`src/rtl/pt_walker_pkg.sv`:
```
package pt_walker_pkg;
  typedef enum logic [1:0] {
    FLT_NONE    = 2'b00,
    FLT_ABSENT  = 2'b01,
    FLT_PROTECT = 2'b10
  } fault_e;

  typedef enum logic [1:0] {
    ST_IDLE = 2'b00,
    ST_WAIT = 2'b01,
    ST_DONE = 2'b10
  } walk_st_e;

  localparam int unsigned PTE_V_BIT = 0;
  localparam int unsigned PTE_R_BIT = 1;
  localparam int unsigned PTE_W_BIT = 2;
endpackage

```
`src/rtl/pt_walker_base.sv`:
```
module pt_walker_base #(
  parameter int unsigned VA_W       = 32,
  parameter int unsigned PA_W       = 32,
  parameter int unsigned OFF_W      = 10,
  parameter logic [PA_W-1:0] RESET_BASE = '0
) (
  input  logic            clk_i,
  input  logic            rst_ni,
  input  logic            we_i,
  input  logic [PA_W-1:0] wdata_i,
  input  logic [VA_W-1:0] vaddr_i,
  output logic [PA_W-1:0] entry_addr_o
);
  localparam int unsigned VPN_W = VA_W - OFF_W;

  logic [PA_W-1:0]  base_q;
  logic [VPN_W-1:0] vpn;
  logic [PA_W-1:0]  idx_ext;

  always_ff @(posedge clk_i or negedge rst_ni) begin
    if (!rst_ni)   base_q <= RESET_BASE;
    else if (we_i) base_q <= wdata_i;
  end

  assign vpn     = vaddr_i[VA_W-1:OFF_W];
  assign idx_ext = PA_W'(vpn);
  // 4-byte entries
  assign entry_addr_o = base_q + (idx_ext << 2);
endmodule

```
`src/rtl/pt_walker_ctrl.sv`:
```
module pt_walker_ctrl
  import pt_walker_pkg::*;
(
  input  logic clk_i,
  input  logic rst_ni,
  input  logic req_valid_i,
  input  logic mem_rvalid_i,
  output logic accept_o,
  output logic capture_o,
  output logic mem_req_o,
  output logic rsp_valid_o,
  output logic busy_o
);
  walk_st_e st_q, st_d;

  assign accept_o  = req_valid_i && (st_q != ST_WAIT);
  assign capture_o = (st_q == ST_WAIT) && mem_rvalid_i;

  always_comb begin
    st_d = st_q;
    unique case (st_q)
      ST_IDLE: if (accept_o) st_d = ST_WAIT;
      ST_WAIT: if (mem_rvalid_i) st_d = ST_DONE;
      ST_DONE: st_d = accept_o ? ST_WAIT : ST_IDLE;
      default: st_d = ST_IDLE;
    endcase
  end

  always_ff @(posedge clk_i or negedge rst_ni) begin
    if (!rst_ni) st_q <= ST_IDLE;
    else         st_q <= st_d;
  end

  assign mem_req_o   = (st_q == ST_WAIT);
  assign rsp_valid_o = (st_q == ST_DONE);
  assign busy_o      = (st_q == ST_WAIT);
endmodule

```
`src/rtl/pt_walker_resolve.sv`:
```
module pt_walker_resolve
  import pt_walker_pkg::*;
#(
  parameter int unsigned PA_W  = 32,
  parameter int unsigned OFF_W = 10
) (
  input  logic                  ent_valid_i,
  input  logic                  ent_rd_i,
  input  logic                  ent_wr_i,
  input  logic [PA_W-OFF_W-1:0] ent_frame_i,
  input  logic [OFF_W-1:0]      offset_i,
  input  logic                  write_i,
  output fault_e                fault_o,
  output logic [PA_W-1:0]       paddr_o
);
  logic allowed;

  assign allowed = write_i ? ent_wr_i : ent_rd_i;

  always_comb begin
    if (!ent_valid_i)  fault_o = FLT_ABSENT;
    else if (!allowed) fault_o = FLT_PROTECT;
    else               fault_o = FLT_NONE;
  end

  assign paddr_o = (fault_o == FLT_NONE) ? {ent_frame_i, offset_i} : '0;
endmodule

```
`src/rtl/pt_walker.sv`:
```
module pt_walker
  import pt_walker_pkg::*;
#(
  parameter int unsigned VA_W  = 32,
  parameter int unsigned PA_W  = 32,
  parameter int unsigned OFF_W = 10,
  parameter int unsigned PTE_W = 32,
  parameter logic [PA_W-1:0] RESET_BASE = '0
) (
  input  logic             clk_i,
  input  logic             rst_ni,
  input  logic             ptbr_we_i,
  input  logic [PA_W-1:0]  ptbr_wdata_i,
  input  logic             req_valid_i,
  input  logic [VA_W-1:0]  req_vaddr_i,
  input  logic             req_write_i,
  output logic             busy_o,
  output logic             mem_req_o,
  output logic [PA_W-1:0]  mem_addr_o,
  input  logic             mem_rvalid_i,
  input  logic [PTE_W-1:0] mem_rdata_i,
  output logic             rsp_valid_o,
  output logic [1:0]       rsp_fault_o,
  output logic [PA_W-1:0]  rsp_paddr_o
);
  localparam int unsigned FRAME_W = PA_W - OFF_W;

  logic               accept, capture;
  logic [PA_W-1:0]    entry_addr, addr_q;
  logic [OFF_W-1:0]   off_q;
  logic               write_q;
  logic               ev_q, er_q, ew_q;
  logic [FRAME_W-1:0] frame_q;
  fault_e             fault;
  logic [PA_W-1:0]    paddr;
  logic               unused_pte;

  assign unused_pte = ^mem_rdata_i[OFF_W-1:PTE_W_BIT+1];

  pt_walker_base #(
    .VA_W(VA_W), .PA_W(PA_W), .OFF_W(OFF_W), .RESET_BASE(RESET_BASE)
  ) u_base (
    .clk_i(clk_i), .rst_ni(rst_ni), .we_i(ptbr_we_i), .wdata_i(ptbr_wdata_i),
    .vaddr_i(req_vaddr_i), .entry_addr_o(entry_addr)
  );

  pt_walker_ctrl u_ctrl (
    .clk_i(clk_i), .rst_ni(rst_ni), .req_valid_i(req_valid_i),
    .mem_rvalid_i(mem_rvalid_i), .accept_o(accept), .capture_o(capture),
    .mem_req_o(mem_req_o), .rsp_valid_o(rsp_valid_o), .busy_o(busy_o)
  );

  always_ff @(posedge clk_i or negedge rst_ni) begin
    if (!rst_ni) begin
      addr_q  <= '0;
      off_q   <= '0;
      write_q <= 1'b0;
    end else if (accept) begin
      addr_q  <= entry_addr;
      off_q   <= req_vaddr_i[OFF_W-1:0];
      write_q <= req_write_i;
    end
  end

  always_ff @(posedge clk_i or negedge rst_ni) begin
    if (!rst_ni) begin
      ev_q    <= 1'b0;
      er_q    <= 1'b0;
      ew_q    <= 1'b0;
      frame_q <= '0;
    end else if (capture) begin
      ev_q    <= mem_rdata_i[PTE_V_BIT];
      er_q    <= mem_rdata_i[PTE_R_BIT];
      ew_q    <= mem_rdata_i[PTE_W_BIT];
      frame_q <= mem_rdata_i[OFF_W +: FRAME_W];
    end
  end

  pt_walker_resolve #(.PA_W(PA_W), .OFF_W(OFF_W)) u_resolve (
    .ent_valid_i(ev_q), .ent_rd_i(er_q), .ent_wr_i(ew_q), .ent_frame_i(frame_q),
    .offset_i(off_q), .write_i(write_q), .fault_o(fault), .paddr_o(paddr)
  );

  assign mem_addr_o  = addr_q;
  assign rsp_fault_o = rsp_valid_o ? fault : FLT_NONE;
  assign rsp_paddr_o = rsp_valid_o ? paddr : '0;
endmodule

```
`config.mk`:
```
export PLATFORM = sky130hd
export DESIGN_NAME = pt_walker
export DESIGN_NICKNAME = d
export VERILOG_FILES = /design/src/rtl/pt_walker_pkg.sv /design/src/rtl/pt_walker_base.sv /design/src/rtl/pt_walker_ctrl.sv /design/src/rtl/pt_walker_resolve.sv /design/src/rtl/pt_walker.sv
export SDC_FILE = /design/constraint.sdc
export NUM_CORES = 1
export LEC_CHECK = 0
export ABC_AREA = 1
export ABC_CLOCK_PERIOD_IN_PS = 2600
export CAP_MARGIN = 20
export CORE_MARGIN = 2
export CORE_UTILIZATION = 39
export CTS_BUF_LIST = sky130_fd_sc_hd__clkbuf_2 sky130_fd_sc_hd__clkbuf_4 sky130_fd_sc_hd__clkbuf_8
export DETAILED_ROUTE_END_ITERATION = 8
export DONT_BUFFER_PORTS = 1
export PLACE_DENSITY_LB_ADDON = 0.1
export REMOVE_ABC_BUFFERS = 1
export SLEW_MARGIN = 20
export SYNTH_ARGS = -nofsm -noshare
export SYNTH_HDL_FRONTEND = slang
export SYNTH_SLANG_ARGS = --single-unit
export TNS_END_PERCENT = 1
```
`constraint.sdc`:
```
create_clock -name clk_i -period 2.6 [get_ports clk_i]
set_input_delay 0.13 -clock clk_i [delete_from_list [all_inputs] [get_ports clk_i]]
set_output_delay 0.13 -clock clk_i [all_outputs]
set_load 0.05 [all_outputs]
```
## Word-level counts from Yosys, hierarchy flattened

Index checks and enable logic that the tools add are counted.

| word-level totals | value |
|---|---|
| input bits | 102 |
| word-level logic and storage cells | 30 |
| flip-flop bits (word level) | 102 |
| output and inout bits | 69 |

| cells by class | value |
|---|---|
| eq/ne operators | 5 |
| reduce and logical (&&, ||, !) cells | 5 |
| add/sub/neg operators | 1 |
| multiplexer cells | 10 |

Operator list:

| cell | count |
|---|---|
| 32-bit 2-to-1 mux | 2 |
| 32-bit by 24-bit adder with 32-bit output | 1 |
| 2-bit 2-to-1 mux | 5 |
| 2-bit by 1-bit != test with 1-bit output, second input constant | 3 |
| 2-bit one-hot mux with 3 select lines | 1 |
| 2-bit logical NOT | 2 |
| 2-bit by 1-bit == test with 1-bit output, second input constant | 1 |
| 2-bit == test, second input constant | 1 |
| 1-bit logical AND | 2 |
| 1-bit 2-to-1 mux | 2 |
| 2-bit AND reduction | 1 |

## Logic depth before layout (Yosys ltp)

| logic depth | value |
|---|---|
| word-level depth | 6 |
| gate-level depth with buffers | 13 |
| depth with buffers taken out | 13 |

## Cells and area by module

Synthesis repeated with hierarchy kept, for this count alone.

| second synthesis, totals | value |
|---|---|
| cells, all modules | 933 |
| area total of the unflattened synthesis | 6665.1 um^2 |

By module, submodules not included:

| module | seq. area each (um^2) | area an instance (um^2) | instances | cells an instance |
|---|---|---|---|---|
| pt_walker_base | 800.8 | 3191.8 | 1 | 482 |
| pt_walker | 1701.6 | 2946.6 | 1 | 360 |
| pt_walker_resolve | 0.0 | 416.6 | 1 | 75 |
| pt_walker_ctrl | 50.0 | 110.1 | 1 | 16 |

## Worst setup path after synthesis

Ideal clock, no wire load.

| path | value |
|---|---|
| path kind | register to output |
| start point | register u_ctrl.st_q[0] |
| end point | output rsp_paddr_o[10] |
| setup slack | -0.305 ns |
| cell stages (with the launch flop) | 5 |
| data arrival time | 2.775 ns |
| path through | dfrtp_1 nor2_1 inv_1 buf_1 nor3b_1 |

| between the ends | value |
|---|---|
| longest elaborated chain between the ends | 2 |

RTL lines:

| what | RTL line | RTL |
|---|---|---|
| start, declared | pt_walker_ctrl.sv:14 | `walk_st_e st_q, st_d;` |
| start signal, assigned | pt_walker_ctrl.sv:31 | `else st_q <= st_d;` |
| 2-bit == test | pt_walker_ctrl.sv:35 | `assign rsp_valid_o = (st_q == ST_DONE);` |
| net rsp_valid_o | pt_walker.sv:22 | `output logic rsp_valid_o,` |
| 32-bit 2-to-1 mux | pt_walker.sv:86 | `assign rsp_paddr_o = rsp_valid_o ? paddr : '0;` |
| end, declared | pt_walker.sv:24 | `output logic [PA_W-1:0] rsp_paddr_o` |

The timed path passes the listed nets, and every way through them passes these cells.

## Worst setup path in the final report

| path | value |
|---|---|
| start point | register u_ctrl.st_q[0] |
| end point | register frame_q[20] |

| between the ends | value |
|---|---|
| longest elaborated chain between the ends | 2 |

RTL lines:

| what | RTL line | RTL |
|---|---|---|
| 2-bit by 1-bit == test with 1-bit output | pt_walker_ctrl.sv:17 | `assign capture_o = (st_q == ST_WAIT) && mem_rvalid_i;` |
| 1-bit logical AND | pt_walker_ctrl.sv:17 |  |
| end signal, assigned | pt_walker.sv:75 | `frame_q <= mem_rdata_i[OFF_W +: FRAME_W];` |
| end, declared | pt_walker.sv:33 | `logic [FRAME_W-1:0] frame_q;` |

Every way passes these cells.
A chain may end at the register's enable or synchronous reset.

==> summary.txt <==
Route
  – Vias after detailed routing: 5350
  – Post-detailed-route DRC marker count: 0
  – Detail-routed via count per cell: 4.85
  – Remaining antenna violation count after routing: 0
  – Drt first pass iters: 4
  – Aggregate routed wire length: 16.2 mm
  – Routed wire per std cell: 14.6 um
  – First-iteration detailed-routing DRC count: 291

Critical path
  – Startpoint types: register
  – Endpoint type of the worst setup path: register
  – Largest stage delay, worst path: 0.75 ns
  – Maximum fanout along the worst path: 27
  – Cell seen most often among critical-path stages: sky130_fd_sc_hd__nand2_1
  – Cell with the biggest individual delay on the critical path: sky130_fd_sc_hd__clkinv_1
  – Ordered list of cells on the worst path: nand2_1, inv_1, nand2_2, clkinv_1, nand2_1, nand2_1
  – Worst r2r src: u_ctrl.st_q[0]
  – Timing startpoint of the critical path: u_ctrl.st_q[0]
  – Number of buffers and inverters on the critical path: 2
  – Dominant delay contributor by cell family on the critical path: simple AND/OR/NAND/NOR gates
  – Worst path required time: 2.87 ns
  – Crit path DAT: 2.48 ns
  – Path type of the worst setup path: reg2reg

Clocking
  – Buffer depth of the longest clock path: 2
  – CTS Root Cell: sky130_fd_sc_hd__clkbuf_8
  – Clk slew on worst S/H paths: 0.11 ns
  – Source-to-sink clock delay at the later pin of the worst-skew pair: 0.39 ns
  – Number of buffers added by the clock tree synthesis step: 9
  – H-tree levels: 3
  – TritonCTS clock tree: yes
  – Clock Sinks: 102

Cells and area
  – Final design area excluding fillers: 7590 um^2
  – Non-filler instance count after layout: 1103
  – Count of inserted antenna diode cells: 0
  – Fraction of layout cells with a size suffix above 1: 15.2%
  – Post-Route Utilization: 50.1%
  – Layout overhead on the synthesized area: 25.7%
  – Net count reported at finish: 1035

GRT
  – Tot GR Track Use: 20.5%
  – Aggregate global routing overflow: 0
  – Largest net degree at the start of global routing: 103
  – Most congested layer reported by global routing: met2
  – Initial antenna violation count: 0
  – Met2 track demand over resource: 35.0%
  – Met3 layer usage reported by global route: 5.65%
  – Wire length of the first global-routing pass: 26.8 mm
  – Vias in the first global route: 5480
  – Global routing usage on met1: 25.2%

Floorplanning
  – Die outline area: 16500 um^2
  – I/O pin total: 171
  – Die height: 128 um
  – Initial standard-cell utilization of the core: 39.9%
  – Row count: 45
  – Die X-Extent: 128 um
  – Core area: 15100 um^2

Synthesis
  – Top cells by area in the synthesized netlist: sky130_fd_sc_hd__dfrtp_1, sky130_fd_sc_hd__nand2_1, sky130_fd_sc_hd__inv_1
  – Ranking of synthesized cells by instance count: sky130_fd_sc_hd__nand2_1, sky130_fd_sc_hd__dfrtp_1, sky130_fd_sc_hd__inv_1
  – Synth warn: 0
  – Syn Area/Cell: 7.46 um^2
  – Cell taking the most area after synthesis: sky130_fd_sc_hd__dfrtp_1
  – Number of distinct standard cells referenced by the synthesized netlist: 34
  – Gate count of the mapped netlist: 809
  – Proportion of netlist area held by the largest area contributor: 42.3%
  – Register area share after synthesis: 42.3%
  – Mapped cell area: 6040 um^2
  – Main flop type after synthesis: sky130_fd_sc_hd__dfrtp_1
  – EDFF count, synth: 0
  – Synthesis-stage register bit count: 102
  – Fraction of registers with async set/reset: 100%
  – Count leader, synth: sky130_fd_sc_hd__nand2_1

Placement
  – Post-Place Cell Area: 6630 um^2
  – Placed cells: 1013
  – Setup slack after placement: 0.421 ns
  – Detailed Place HPWL: 11.7 mm
  – Weighted congestion at the end of routability-driven global placement: 0.906
  – Number of port buffers: 0

Worst hold path
  – Start point of the worst hold path: ptbr_we_i
  – Min-delay worst type: in2reg

STA
  – Hold Violations, Final: 0
  – Final max-slew violation count: 0
  – Slew at the pin closest to its max-slew limit: 0.753 ns
  – F_max: 0.454 GHz
  – Setup repair after global routing missed its margin: false
  – Clock period minus worst slack: 2.20 ns
  – Final critical-path setup slack: 0.397 ns
  – Final period util: 84.7%
  – Post-Route Skew: 0.0106 ns
  – Max-slew headroom at the worst pin: 49.5%
  – Setup Viol. Count Final: 0

Pwr
  – Fraction of power consumed by combinational cells: 27.9%
  – Clock share of power: 19.0%
  – Total internal power: 2.89 mW
  – Largest voltage drop on the vdd net: 0.443 mV
  – LEAKAGE: 3.83 nW
  – Power density normalized to cell area: 690 nW/um^2
  – Relative contribution of sequential cells to total power: 53.1%
  – Net switching power: 2.35 mW
  – Total power draw: 5.24 mW
  – Fraction of power spent switching nets: 44.8%

Job
  – Total of max-cap violations: 0

Run status
  – Result of the run: finished clean
-- kinds of logic (layout without fill, tap and decap cells) --
family | after synthesis | in the layout | synth area share [%]
and+or+nand+nor | 476 | 476 | 34.7
DFF | 102 | 102 | 42.3
xor gates and xnor gates | 11 | 11 | 1.60
AOI/OAI and AO/OA | 52 | 52 | 4.62
adders and majority gates | 23 | 23 | 4.89
muxes | 21 | 21 | 3.92
buffers and inverters | 124 | 230 | 8.04
-- registers in the layout, indices dropped and copies added, names as in the netlist --
signal         cells
off_q             10
ev_q               1
mem_addr_o        32
er_q               1
u_ctrl.st_q        2
frame_q           22
ew_q               1
u_base.base_q     32
write_q            1
-- layout by cell type (no fill, tap or decap), types with 15 or more instances in the layout --
| cell type | instances |
|---|---|
| sky130_fd_sc_hd__a21oi_1 | 15 |
| sky130_fd_sc_hd__buf_4 | 41 |
| sky130_fd_sc_hd__dfrtp_1 | 102 |
| sky130_fd_sc_hd__dlygate4sd3_1 | 72 |
| sky130_fd_sc_hd__ha_1 | 22 |
| sky130_fd_sc_hd__inv_1 | 97 |
| sky130_fd_sc_hd__mux2_2 | 21 |
| sky130_fd_sc_hd__nand2_1 | 331 |
| sky130_fd_sc_hd__nand3_1 | 43 |
| sky130_fd_sc_hd__nor2_1 | 32 |
| sky130_fd_sc_hd__nor3b_2 | 32 |
| sky130_fd_sc_hd__o21ai_0 | 25 |
-- tightest hold or removal path: stages --
cell and delay (ns):
sky130_fd_sc_hd__buf_12 0.16, sky130_fd_sc_hd__nand2_1 0.07, sky130_fd_sc_hd__o21ai_0 0.07
-- timing repair --
item / 4_1_cts / 5_1_grt
hold buffers: 74 / 0
setup buffers: 0 / 0
resized for setup: 0 / 0
hold endpoints to repair: 172 / 0
-- through the flow --
stage / TNS (ns) / hold WS (ns)
2_1_floorplan: -21.17 / -0.166
3_3_place_gp: 0 / -0.162
3_5_place_dp: 0 / -0.162
4_1_cts: 0 / 0.0586
5_1_grt: 0 / 0.0719
6_report: 0 / 0.0726
-- power groups by stage --
stage / sequential, mW / clock [mW] / combinational, mW
after floorplan: 2.73 / 0 / 0.989
final: 2.78 / 0.995 / 1.46
after detailed placement: 2.81 / 0 / 1.32
after global routing: 2.83 / 1.10 / 1.67
after global placement: 2.80 / 0 / 1.30
after CTS: 2.78 / 1.04 / 1.48
-- routing by layer --
layer,wire [um],vias up
li1,-,2729
met1,7140,2452
met2,7610,145
met3,1110,24
met4,292,0
met5,0,-
-- path summary, 6_finish.rpt --
path	to	slack (ns)	cells past startpoint
setup / recovery	frame_q[20]	0.40	6
hold / removal	u_base.base_q[27]	0.07	3
setup reg to reg	frame_q[20]	0.40	6
hold reg to reg	off_q[4]	0.48	2
max in group asynchronous	mem_addr_o[13]	1.83	2
min in group asynchronous	frame_q[20]	0.36	2
-- final cells by class --
cell class / count / area, um^2
timing repair buffer: 115 / 1080
clock buffer: 9 / 124
fill: 1464 / 7560
sequential: 102 / 2550
clock inverter: 7 / 67.6
inverter: 99 / 372
multi-input combinational: 583 / 3160
tap: 188 / 235
(Power assumes the default switching activity.)
